## src/rtl/cdspi_pkg.sv

```systemverilog
// Shared types for the nine-bit serializer.
// Assumes: one byte maps to one 9-bit word; bit 8 is the command/parameter flag.
package cdspi_pkg;

    localparam int WORD_W = 9;
    localparam int BYTE_W = 8;

    typedef logic [WORD_W-1:0] spi_word_t;

    typedef enum logic [1:0] {
        ST_IDLE,   // waiting for a start
        ST_FETCH,  // waiting for the next byte
        ST_SEND,   // a word is on the bus
        ST_DRAIN   // swallowing bytes that must not be sent
    } seq_st_t;

    // Builds a bus word; is_param = 1 marks a parameter byte.
    function automatic spi_word_t mk_word(input logic is_param, input logic [BYTE_W-1:0] b);
        return {is_param, b};
    endfunction

endpackage

```

## src/rtl/cdspi_shift.sv

```systemverilog
// Word shifter: sends one 9-bit word MSB first in SPI mode 0.
// A word takes 2*WORD_W half periods with chip select low, then one more
// half period with chip select high (guard) before done pulses.
// Assumes: go is only raised while busy is low; HALF_CYC >= 1.
module cdspi_shift
    import cdspi_pkg::*;
#(
    parameter int HALF_CYC = 5
) (
    input  logic      clk,
    input  logic      rst_n,
    input  logic      go,
    input  spi_word_t word,
    output logic      busy,
    output logic      done,
    output logic      sclk,
    output logic      csn,
    output logic      mosi
);
    localparam int HALVES = 2 * WORD_W;
    localparam int PH_W   = $clog2(HALVES + 1);
    localparam int DIV_W  = (HALF_CYC > 1) ? $clog2(HALF_CYC) : 1;

    logic             active_q;
    logic             csn_q;
    logic             sclk_q;
    logic             done_q;
    spi_word_t        sreg_q;
    logic [DIV_W-1:0] div_q;
    logic [PH_W-1:0]  ph_q;

    // Half-period sequencing of chip select, clock and shift register.
    always_ff @(posedge clk) begin
        if (!rst_n) begin
            active_q <= 1'b0;
            csn_q    <= 1'b1;
            sclk_q   <= 1'b0;
            done_q   <= 1'b0;
            sreg_q   <= '0;
            div_q    <= '0;
            ph_q     <= '0;
        end else begin
            done_q <= 1'b0;
            if (!active_q) begin
                if (go) begin
                    active_q <= 1'b1;
                    csn_q    <= 1'b0;
                    sreg_q   <= word;
                    div_q    <= '0;
                    ph_q     <= '0;
                end
            end else if (div_q == DIV_W'(HALF_CYC - 1)) begin
                div_q <= '0;
                ph_q  <= ph_q + 1'b1;
                if (ph_q == PH_W'(HALVES - 1)) begin
                    csn_q  <= 1'b1;
                    sclk_q <= 1'b0;
                end else if (ph_q == PH_W'(HALVES)) begin
                    active_q <= 1'b0;
                    done_q   <= 1'b1;
                end else if (!ph_q[0]) begin
                    sclk_q <= 1'b1;
                end else begin
                    sclk_q <= 1'b0;
                    sreg_q <= {sreg_q[WORD_W-2:0], 1'b0};
                end
            end else begin
                div_q <= div_q + 1'b1;
            end
        end
    end

    assign busy = active_q;
    assign done = done_q;
    assign sclk = sclk_q;
    assign csn  = csn_q;
    assign mosi = sreg_q[WORD_W-1];

    AST_SCLK_IDLE_LOW: assert property (@(posedge clk) disable iff (!rst_n)
        csn_q |-> !sclk_q);
    AST_MOSI_HELD_HIGH: assert property (@(posedge clk) disable iff (!rst_n)
        (sclk_q && $past(sclk_q)) |-> $stable(sreg_q[WORD_W-1]));
    AST_GO_ONLY_IDLE: assert property (@(posedge clk) disable iff (!rst_n)
        go |-> !active_q);

endmodule

```

## src/rtl/cdspi_gap.sv

```systemverilog
// Quiet-period timer: after go, busy stays high for GAP_CYC cycles.
// Assumes: GAP_CYC >= 1.
module cdspi_gap #(
    parameter int GAP_CYC = 30000
) (
    input  logic clk,
    input  logic rst_n,
    input  logic go,
    output logic busy
);
    localparam int CW = $clog2(GAP_CYC + 1);

    logic [CW-1:0] cnt_q;

    // Load on go, count down to zero otherwise.
    always_ff @(posedge clk) begin
        if (!rst_n)            cnt_q <= '0;
        else if (go)           cnt_q <= CW'(GAP_CYC);
        else if (cnt_q != '0)  cnt_q <= cnt_q - 1'b1;
    end

    assign busy = (cnt_q != '0);

    AST_GAP_ARMED: assert property (@(posedge clk) disable iff (!rst_n)
        go |=> busy);

endmodule

```

## src/rtl/cdspi_seq.sv

```systemverilog
// Sequence controller: takes a start and a byte stream, tags the first byte
// as command and the rest as parameters, hands words to the shifter, arms
// the quiet period, and keeps the sticky error.
// Assumes: seq_start is honoured only with seq_ready high; fault_in is
// meaningful only while a word is on the bus.
module cdspi_seq
    import cdspi_pkg::*;
(
    input  logic              clk,
    input  logic              rst_n,
    input  logic              seq_start,
    input  logic              seq_empty,
    output logic              seq_ready,
    input  logic              byte_valid,
    input  logic [BYTE_W-1:0] byte_data,
    input  logic              byte_last,
    output logic              byte_ready,
    input  logic              fault_in,
    input  logic              err_clr,
    output logic              err_flag,
    output logic              err_snap,
    output logic              tx_go,
    output spi_word_t         tx_word,
    input  logic              tx_busy,
    input  logic              tx_done,
    output logic              gap_go,
    input  logic              gap_busy
);
    seq_st_t st_q;
    logic    first_q;
    logic    last_q;
    logic    fault_seen_q;
    logic    err_q;
    logic    snap_q;
    logic    word_fault;
    logic    word_end;

    // Handshake and hand-off decode.
    always_comb begin
        seq_ready  = (st_q == ST_IDLE) && !gap_busy;
        byte_ready = ((st_q == ST_FETCH) && !tx_busy) || (st_q == ST_DRAIN);
        tx_go      = (st_q == ST_FETCH) && !tx_busy && byte_valid;
        tx_word    = mk_word(!first_q, byte_data);
        word_fault = fault_seen_q || fault_in;
        word_end   = (st_q == ST_SEND) && tx_done;
        gap_go     = word_end && (last_q || word_fault);
    end

    // Sequence state walk.
    always_ff @(posedge clk) begin
        if (!rst_n) begin
            st_q         <= ST_IDLE;
            first_q      <= 1'b0;
            last_q       <= 1'b0;
            fault_seen_q <= 1'b0;
        end else begin
            unique case (st_q)
                ST_IDLE: begin
                    if (seq_start && seq_ready && !seq_empty) begin
                        if (err_q) begin
                            st_q <= ST_DRAIN;
                        end else begin
                            st_q    <= ST_FETCH;
                            first_q <= 1'b1;
                        end
                    end
                end
                ST_FETCH: begin
                    if (tx_go) begin
                        st_q         <= ST_SEND;
                        first_q      <= 1'b0;
                        last_q       <= byte_last;
                        fault_seen_q <= 1'b0;
                    end
                end
                ST_SEND: begin
                    if (fault_in) fault_seen_q <= 1'b1;
                    if (tx_done) begin
                        if (last_q)          st_q <= ST_IDLE;
                        else if (word_fault) st_q <= ST_DRAIN;
                        else                 st_q <= ST_FETCH;
                    end
                end
                ST_DRAIN: begin
                    if (byte_valid && byte_last) st_q <= ST_IDLE;
                end
                default: st_q <= ST_IDLE;
            endcase
        end
    end

    // Sticky error and the snapshot taken on clear.
    always_ff @(posedge clk) begin
        if (!rst_n) begin
            err_q  <= 1'b0;
            snap_q <= 1'b0;
        end else begin
            if (err_clr) snap_q <= err_q;
            if (word_end && word_fault) err_q <= 1'b1;
            else if (err_clr)           err_q <= 1'b0;
        end
    end

    assign err_flag = err_q;
    assign err_snap = snap_q;

    AST_ERR_STICKY: assert property (@(posedge clk) disable iff (!rst_n)
        (err_q && !err_clr) |=> err_q);
    AST_NO_WORD_WHEN_ERR: assert property (@(posedge clk) disable iff (!rst_n)
        err_q |-> !tx_go);
    AST_NO_WORD_IN_GAP: assert property (@(posedge clk) disable iff (!rst_n)
        gap_busy |-> !tx_go);
    AST_CLEAR_DROPS: assert property (@(posedge clk) disable iff (!rst_n)
        (err_clr && !(word_end && word_fault)) |=> !err_q);

endmodule

```

## src/rtl/cdspi_tx.sv

```systemverilog
// Top of the nine-bit command/parameter serializer. Derives the SCLK half
// period and the quiet period from the system clock and wires controller,
// shifter and timer together.
// Assumes: CLK_HZ >= 2*SCLK_HZ for the intended rate (minimum half period
// is one clock); CLK_HZ is a multiple of 1 MHz.
module cdspi_tx
    import cdspi_pkg::*;
#(
    parameter int CLK_HZ  = 100_000_000,
    parameter int SCLK_HZ = 10_000_000,
    parameter int GAP_US  = 300
) (
    input  logic              clk,
    input  logic              rst_n,
    input  logic              seq_start,
    input  logic              seq_empty,
    output logic              seq_ready,
    input  logic              byte_valid,
    input  logic [BYTE_W-1:0] byte_data,
    input  logic              byte_last,
    output logic              byte_ready,
    input  logic              fault_in,
    input  logic              err_clr,
    output logic              err_flag,
    output logic              err_snap,
    output logic              spi_sclk,
    output logic              spi_csn,
    output logic              spi_mosi
);
    localparam int HALF_RAW = CLK_HZ / (2 * SCLK_HZ);
    localparam int HALF_CYC = (HALF_RAW < 1) ? 1 : HALF_RAW;
    localparam int GAP_RAW  = (CLK_HZ / 1_000_000) * GAP_US;
    localparam int GAP_CYC  = (GAP_RAW < 1) ? 1 : GAP_RAW;

    logic      tx_go;
    spi_word_t tx_word;
    logic      tx_busy;
    logic      tx_done;
    logic      gap_go;
    logic      gap_busy;

    cdspi_seq u_seq (
        .clk        (clk),
        .rst_n      (rst_n),
        .seq_start  (seq_start),
        .seq_empty  (seq_empty),
        .seq_ready  (seq_ready),
        .byte_valid (byte_valid),
        .byte_data  (byte_data),
        .byte_last  (byte_last),
        .byte_ready (byte_ready),
        .fault_in   (fault_in),
        .err_clr    (err_clr),
        .err_flag   (err_flag),
        .err_snap   (err_snap),
        .tx_go      (tx_go),
        .tx_word    (tx_word),
        .tx_busy    (tx_busy),
        .tx_done    (tx_done),
        .gap_go     (gap_go),
        .gap_busy   (gap_busy)
    );

    cdspi_shift #(.HALF_CYC(HALF_CYC)) u_shift (
        .clk   (clk),
        .rst_n (rst_n),
        .go    (tx_go),
        .word  (tx_word),
        .busy  (tx_busy),
        .done  (tx_done),
        .sclk  (spi_sclk),
        .csn   (spi_csn),
        .mosi  (spi_mosi)
    );

    cdspi_gap #(.GAP_CYC(GAP_CYC)) u_gap (
        .clk   (clk),
        .rst_n (rst_n),
        .go    (gap_go),
        .busy  (gap_busy)
    );

endmodule

```

## config.mk

```make
export PLATFORM = sky130hd
export DESIGN_NAME = cdspi_tx
export DESIGN_NICKNAME = d
export VERILOG_FILES = /design/src/rtl/cdspi_pkg.sv /design/src/rtl/cdspi_shift.sv /design/src/rtl/cdspi_gap.sv /design/src/rtl/cdspi_seq.sv /design/src/rtl/cdspi_tx.sv
export SDC_FILE = /design/constraint.sdc
export NUM_CORES = 1
export LEC_CHECK = 0
export ABC_AREA = 1
export BUFFER_PORTS_ARGS = -buffer_cell sky130_fd_sc_hd__buf_2
export CAP_MARGIN = 10
export CORE_UTILIZATION = 40
export CTS_CLUSTER_SIZE = 14
export DETAILED_ROUTE_END_ITERATION = 12
export SYNTH_ARGS = -nofsm -noshare
export SYNTH_HDL_FRONTEND = slang
export SYNTH_SLANG_ARGS = --single-unit
```

## constraint.sdc

```tcl
create_clock -name clk -period 2.2 [get_ports clk]
set_input_delay 0.44 -clock clk [delete_from_list [all_inputs] [get_ports clk]]
set_output_delay 0.44 -clock clk [all_outputs]
set_load 0.005 [all_outputs]
```

==> results of run 1 <==
[stage by stage]
step                area (um^2)  hold WS [ps]  setup slack [ps]
floorplan                  2240           426               484
global placement           2400           446               572
detailed placement         2400           453               544
CTS                        2520           386               217
global route               2520           385              29.9
finish                     2520           388               224
[power groups by stage]
stage / clock network, uW / logic [uW] / registers, uW
2_1_floorplan: 0 / 1020 / 1070
5_1_grt: 677 / 1440 / 1130
3_3_place_gp: 0 / 1230 / 1120
6_report: 618 / 1250 / 1110
3_5_place_dp: 0 / 1250 / 1120
4_1_cts: 634 / 1250 / 1110
[worst paths after layout]
path / slack [ps] / depth (start not counted) / to
setup reg to reg: 500 / 11 / u_gap.cnt_q[10]
setup / recovery: 220 / 9 / seq_ready
hold reg to reg: 460 / 2 / u_shift.ph_q[4]
hold / removal: 390 / 3 / u_seq.last_q
[kinds of logic (layout without fill, tap and decap cells)]
family                   after synthesis  in the layout  synth area share, %
buffers and inverters                 44             71                 9.12
adder cells (fa/ha/maj)                7              7                 3.91
XOR/XNOR                               5              5                 1.96
flip-flops                            43             43                 38.5
AND/OR/NAND/NOR                      163            163                 32.5
AO/OA/AOI/OAI                         54             54                 14.0
[cells in the mapped netlist (all sizes together)]
library cell / instances / area, um^2
nor2: 42 / 170
a211oi: 1 / 7.51
o2111ai: 2 / 17.5
nand2: 78 / 315
o22ai: 1 / 6.26
inv: 36 / 138
ha: 7 / 87.6
nand3b: 2 / 15.0
a21oi: 31 / 159
a311oi: 1 / 8.76
clkbuf: 3 / 32.5
a221o: 1 / 11.3
o21ai: 14 / 81.3
o21bai: 1 / 7.51
and3: 1 / 7.51
xor2: 3 / 26.3
nor3: 10 / 50.1
a21o: 1 / 7.51
or2: 3 / 18.8
nand3: 25 / 138
dfxtp: 43 / 861
buf: 3 / 21.3
nand4: 2 / 12.5
xnor2: 2 / 17.5
clkinv: 2 / 12.5
a21boi: 1 / 7.51
[final cells by class]
cell class | instances | share of cell area (%)
Multi-Input combinational cell | 229 | 46.6
Inverter | 38 | 5.97
Sequential cell | 43 | 34.2
Clock inverter | 3 | 1.74
Timing Repair Buffer | 25 | 5.27
Tap cell | 70 | 3.48
Clock buffer | 5 | 2.73
[state kept, by name, summed over array words and instances, names as in the netlist]
register and count:
u_shift.ph_q 5, u_seq.err_snap 1, u_shift.busy 1, u_seq.first_q 1
u_seq.last_q 1, u_shift.done 1, u_shift.csn 1, u_seq.fault_seen_q 1
u_gap.cnt_q 15, u_shift.sreg_q 9, u_shift.sclk 1, u_seq.err_flag 1
u_shift.div_q 3, u_seq.st_q 2
[worst min-delay path: cells and delay by family]
| family | cells | cell delay, ps |
|---|---|---|
| AO/OA/AOI/OAI | 1 | 60 |
| AND/OR/NAND/NOR | 1 | 60 |
| buffers and inverters | 1 | 90 |
[layer usage]
| metal | up-vias | wire length (um) |
|---|---|---|
| met4 | 0 | 47 |
| met2 | 30 | 2010 |
| met5 | - | 0 |
| li1 | 1073 | - |
| met1 | 901 | 2560 |
| met3 | 4 | 140 |
==> impl_metrics.ini, run 1 <==
[run_status]
status = completed

[die]
num_rows = 26
start_util_pct = 42.7
die_w_um = 76.8
fp.dieArea_mm2 = 0.00590
die_h_um = 76.8
core_area_mm2 = 0.00524
pin_count = 23

[placement]
dp_hpwl_mm = 3.49
routabilityCongestion = 0.855
port-buffer-count = 22
dp_cells = 405

[drt]
detail_route.first_pass.iterations = 4
vias = 2008
wire_per_inst_um = 11.5
drc = 0
ant_nets = 0
wirelength_mm = 4.76
viasPerCell = 4.86
drt_iter0_drc = 138

[final_layout]
final_layout_size_suffix_gt1_share_pct = 14.9
layout_commonest_cell = nand2_1
fin_cells = 413
diodes = 0
nFillCells = 546
multi_input_area_mm2 = 0.00117
fin_util_pct = 48.0
final_cell_mix = 75 x nand2_1, 43 x dfxtp_1, 39 x nor2_1
seqCellArea_um2 = 861
nNetsFinal = 365
syn2layout_area_growth_pct = 12.5

[global_routing]
met2_usage_pct = 25.7
grt_pass1_wl_mm = 8.16
use_met1_pct = 24.0
grt_pass1_vias = 1806
antenna_found_initial = 0
grt_use_total_pct = 17.2
overflow = 0
top_usage_layer = met2
gr-usage-met3_pct = 4.52
grt_max_degree = 25

[clock_network]
root_buffer = clkbuf_8
h-tree-depth = 2
cts.repair.resized = 0
cts.sinks = 43
post_cts_buffers = 0
clockBufferDepth = 2
cts_hold_buf = 0
insertion_delay_ps = 300
clkTransAtPathRegs_ps = 80
cts_buffers = 5
cts_tree = built

[timing]
fin_crit_sh_pct = 89.8
slew_viol_final = 0
worstMarginPinSlew_ps = 473
relSlewSlack_pct = 68.5
hold_violations = 0
rsz0062_at_grt = false
fin_crit_ps = 1980
finClkSkew_ps = 11.2
final-setup-viol-count = 0
tns_ps = 0
max_freq_mhz = 506

[hold_path]
hold_class = input port to flip-flop
hp-start = byte_last

[power]
switching_share_pct = 40.3
vdd_ir_drop_max_mv = 0.611
power_density_mw_per_mm2 = 1180
p_leak_uw = 0.00113
switching_power_uw = 1200
seq_power_share_pct = 37.3
power_uw = 2970
comb_power_share_pct = 41.9
clockPowerShare_pct = 20.8
intPower_uw = 1780

[worst_setup_path]
cp-start-kind = flip-flop
critPathKind = flip-flop to output pin
arrival_ps = 1540
setup.worst_path.end_class = output pin
cp_max_fo = 5
cp_slowest_cell = dfxtp_1
setup.worst_path.start = u_gap.cnt_q[0]
worstPathRequired_ps = 1760
crit_chain = inv_1, ha_1, inv_1, nor2_1, nand2_1, nor2_1, nand2_1, nor3_1, buf_2
critPathTopFamily = simple AND/OR/NAND/NOR gates
worstReg2RegStart = u_gap.cnt_q[0]
crit_buf_inv = 3
cp_slowest_stage_delay_ps = 350

[synthesis]
netlist_instances = 316
yosysUniqueCellTypes = 38
syn_area_mm2 = 0.00224
yosys_warnings = 0
synth_seq_area_share_pct = 38.5
synth-seq-cells = 43
syn-num-nets = 339
synth.avg_cell_area_um2 = 7.08

[run]
drv_cap = 0
Power figures use the tool's default switching activity.
==> run 2, diff against run 1 <==
--- a/config.mk
+++ b/config.mk
@@ -11,6 +11,7 @@
 export CORE_UTILIZATION = 40
 export CTS_CLUSTER_SIZE = 14
 export DETAILED_ROUTE_END_ITERATION = 12
+export RECOVER_POWER = 25
 export SYNTH_ARGS = -nofsm -noshare
 export SYNTH_HDL_FRONTEND = slang
 export SYNTH_SLANG_ARGS = --single-unit
==> run 2 against run 1 <==
  * Setup slack about the same
  * Design area is 0.80% lower
  * Sequential share of layout area up 0.27 points
  * Sequential power about the same
  * Worst hold slack worse by 2.6 ps
  * Core utilization down 0.38 points
  * Largest cell class unchanged
  * Largest power group unchanged
==> impl_metrics.ini, run 2 (synthesis results as in run 1) <==
[final_layout]
multi_input_area_mm2 = 0.00115
syn2layout_area_growth_pct = 11.6
reg.largest.list = u_gap.cnt_q: 15 flops, u_shift.sreg_q: 9 flops, u_shift.ph_q: 5 flops
nNetsFinal = 365
largest_reg_flops = 15
nFillCells = 548
fin_cells = 413
layout_commonest_cell = nand2_1
seqCellArea_um2 = 861
final_layout_size_suffix_gt1_share_pct = 14.0
regMostFlops = u_gap.cnt_q
final_cell_mix = 75 x nand2_1, 43 x dfxtp_1, 40 x nor2_1
diodes = 0

[placement]
dp_slack_ps = 544
dp_hpwl_mm = 3.49
port-buffer-count = 22
dp_cells = 405
routabilityCongestion = 0.855

[clock_network]
root_buffer = clkbuf_8
cts_hold_buf = 0
cts.repair.resized = 0
cts_tree = built
post_cts_buffers = 0
cts_buffers = 5
clkTransAtPathRegs_ps = 80
cts.sinks = 43
h-tree-depth = 2
insertion_delay_ps = 300
clockBufferDepth = 2

[die]
core_area_mm2 = 0.00524
start_util_pct = 42.7
pin_count = 23
fp.dieArea_mm2 = 0.00590
die_w_um = 76.8
die_h_um = 76.8
num_rows = 26

[timing]
hold_violations = 0
holdWs_ps = 386
relSlewSlack_pct = 68.5
fin_crit_sh_pct = 89.8
final-setup-viol-count = 0
worstMarginPinSlew_ps = 473
finClkSkew_ps = 11.4
rsz0062_at_grt = false
tns_ps = 0
setup_slack_ps = 224
slew_viol_final = 0
max_freq_mhz = 506
fin_crit_ps = 1980

[drt]
wire_per_inst_um = 11.5
viasPerCell = 4.86
drc = 0
wirelength_mm = 4.76
detail_route.first_pass.iterations = 4
drt_iter0_drc = 114
vias = 2008
ant_nets = 0

[global_routing]
grt_pass1_wl_mm = 8.16
grt_pass1_vias = 1806
grt_max_degree = 25
grt_use_total_pct = 17.2
overflow = 0
antenna_found_initial = 0

[worst_setup_path]
cp-start-kind = flip-flop
setup.worst_path.end_class = output pin
worstPathRequired_ps = 1760
arrival_ps = 1540
critPathKind = flip-flop to output pin
cp_max_fo = 5
r2r_slack_ps = 510

[run]
drv_cap = 0

[run_status]
status = completed

[power]
power_density_mw_per_mm2 = 1190
p_leak_uw = 0.00112
vdd_ir_drop_max_mv = 0.606

[hold_path]
hold_class = input port to flip-flop
[run 2: layout make-up]
cell class / instances / area share (%)
clock buffer: 5 / 2.76
inverter: 38 / 6.02
sequential: 43 / 34.5
multi-input combinational: 229 / 46.2
clock inverter: 3 / 1.75
tap: 70 / 3.51
timing repair buffer: 25 / 5.31
[run 2: path summary, 6_finish.rpt]
kind / startpoint / end / cells past startpoint
max: u_gap.cnt_q[0] / seq_ready / 9
min: byte_last / u_seq.last_q / 3
max reg2reg: u_gap.cnt_q[0] / u_gap.cnt_q[10] / 11
min reg2reg: u_shift.ph_q[4] / u_shift.ph_q[4] / 2
[run 2: routing by layer]
metal / wire (um) / track usage, %
met5: 0 / 0
met3: 153 / 4.52
met2: 1990 / 25.7
met1: 2560 / 24.0
met4: 63 / 5.38
[run 2: critical path, cell delays in order, from the launching register on]
cell     delay [ps]
dfxtp_1         350
inv_1           100
ha_1            170
inv_1            40
nor2_1           70
nand2_1          50
nor2_1          110
nand2_1          80
nor3_1          120
buf_2           140
[run 2: report_power, final]
group | internal, uW | leakage [uW] | switching, uW
sequential | 948 | 0.000350 | 161
clock | 338 | 0.0000581 | 282
combinational | 486 | 0.000716 | 747
total | 1770 | 0.00112 | 1190
[run 2: through the flow]
step | power [uW] | utilization, % | area, um^2
floorplan | 2090 | - | 2240
global placement | 2350 | 45.9 | 2400
detailed placement | 2370 | 45.9 | 2400
CTS | 2990 | 48.0 | 2520
global route | 3240 | 47.7 | 2500
finish | 2960 | 47.7 | 2500
==> run 3, diff against run 2 <==
==> constraint.sdc (replaced) <==
create_clock -name clk -period 2.2 [get_ports clk]
set_input_delay 0 -clock clk [delete_from_list [all_inputs] [get_ports clk]]
set_output_delay 0 -clock clk [all_outputs]
set_load 0.005 [all_outputs]
==> run 3 against run 2 <==
  * Fmax is 2.2% higher
  * Largest cell class unchanged
  * Critical endpoint unchanged
  * Die area stayed put
  * Highest routed layer unchanged
  * Design area is 0.50% lower
  * Clock power is 21% lower
  * Final cell count is 0.48% higher
  * Combinational power hardly changed
  * Count of clock-buffer cells in the layout is 2 higher
  * Sequential power hardly changed
==> impl_metrics.ini, run 3 (synthesis results as in run 1) <==
[timing]
tns_ps = 0
holdWs_ps = 41.4
hold_violations = 0
rsz0062_at_grt = false
relSlewSlack_pct = 66.2
final-setup-viol-count = 0
finClkSkew_ps = 9.88
fin_crit_sh_pct = 87.9
max_freq_mhz = 517
slew_viol_final = 0
worstMarginPinSlew_ps = 506
fin_crit_ps = 1930

[clock_network]
insertion_delay_ps = 290
post_cts_buffers = 0
clkTransAtPathRegs_ps = 80
h-tree-depth = 2
cts.repair.resized = 0
cts.sinks = 43
clockBufferDepth = 2
cts_hold_buf = 3
root_buffer = clkbuf_8
cts_buffers = 5
cts_tree = built

[drt]
vias = 1975
detail_route.first_pass.iterations = 5
ant_nets = 0
drt_iter0_drc = 131
wire_per_inst_um = 11.0
wirelength_mm = 4.57
drc = 0
viasPerCell = 4.76

[worst_setup_path]
cp-start-kind = flip-flop
cp_slowest_cell = dfxtp_1
cp_slowest_stage_delay_ps = 340
worstPathRequired_ps = 2200
cp_max_fo = 16
setup.worst_path.end_class = output pin
arrival_ps = 1930
critPathKind = flip-flop to output pin
crit_chain = inv_1, ha_1, inv_1, nor2_1, nand2_1, nor2_1, nand2_1, nor3_1, buf_2

[die]
num_rows = 26
pin_count = 23
die_h_um = 76.8
fp.dieArea_mm2 = 0.00590
start_util_pct = 42.7
die_w_um = 76.8
core_area_mm2 = 0.00524

[final_layout]
final_area_mm2 = 0.00248
fin_util_pct = 47.4
nFillCells = 547
largest_reg_flops = 15
fin_cells = 415
final_layout_size_suffix_gt1_share_pct = 12.2
reg.largest.list = u_gap.cnt_q: 15 flops, u_shift.sreg_q: 9 flops, u_shift.ph_q: 5 flops
diodes = 0
nNetsFinal = 367
final_cell_mix = 75 x nand2_1, 43 x dfxtp_1, 40 x nor2_1
layout_commonest_cell = nand2_1
regMostFlops = u_gap.cnt_q
syn2layout_area_growth_pct = 11.0

[run]
drv_cap = 0

[global_routing]
grt_max_degree = 20
grt_pass1_vias = 1821
grt_pass1_wl_mm = 8.27
grt_use_total_pct = 17.2
antenna_found_initial = 0
overflow = 0

[placement]
routabilityCongestion = 0.872
dp_hpwl_mm = 3.38
dp_cells = 404
port-buffer-count = 22
dpl_cell_area_mm2 = 0.00240

[power]
p_leak_uw = 0.00110
power_density_mw_per_mm2 = 1130
vdd_ir_drop_max_mv = 0.435

[run_status]
status = completed

[hold_path]
hold_class = input port to flip-flop
==> run 3: cell count changes in the layout (fill, tap and decap cells not counted) <==
cell | before | now
buf_2 | 22 | 19
clkbuf_1 | 0 | 5
bufinv_16 | 1 | 0
buf_4 | 3 | 2
clkinv_4 | 2 | 1
dlygate4sd3_1 | 0 | 3
==> run 3: stage by stage <==
stage | power, uW | setup slack [ps]
finish | 2800 | 265
global route | 3090 | 60.9
CTS | 2840 | 216
detailed placement | 2350 | 407
global placement | 2340 | 434
floorplan | 2090 | 784
==> run 3: path summary, 6_finish.rpt <==
| check | slack (ps) | end | depth (start not counted) | startpoint |
|---|---|---|---|---|
| max | 270 | seq_ready | 9 | u_gap.cnt_q[0] |
| max reg2reg | 400 | u_gap.cnt_q[10] | 10 | u_gap.cnt_q[0] |
| min | 40 | u_seq.st_q[0] | 3 | rst_n |
| min reg2reg | 460 | u_shift.ph_q[4] | 2 | u_shift.ph_q[4] |
==> run 3: report_power, final <==
part	total [uW]	internal [uW]	switching (uW)	leakage [uW]
sequential	1100	948	151	0.000350
clock	489	223	266	0.0000422
combinational	1210	469	743	0.000712
total	2800	1640	1160	0.00110
==> run 3: area by class of cell <==
cell class / count / area (um^2) / share of cell area, %
clock inverters: 1 / 5.00 / 0.202
flip-flops and latches: 43 / 861 / 34.7
repair buffers: 27 / 151 / 6.10
well taps: 70 / 87.6 / 3.53
inverters: 38 / 150 / 6.05
multi-input cells: 229 / 1150 / 46.4
clock buffers: 7 / 76.3 / 3.07
==> run 3: critical path, delay by kind of cell (launching register included) <==
family	cells	cell delay [ps]
adder cells (fa/ha/maj)	1	150
buffers and inverters	3	300
flip-flops	1	340
AND/OR/NAND/NOR	5	840
==> run 3: layer usage <==
metal / global-route usage, % / vias to the layer above / wire length, um
li1: - / 1079 / -
met1: 23.8 / 866 / 2410
met2: 26.5 / 28 / 1950
met3: 4.05 / 2 / 178
met4: 4.62 / 0 / 21
met5: 0 / - / 0
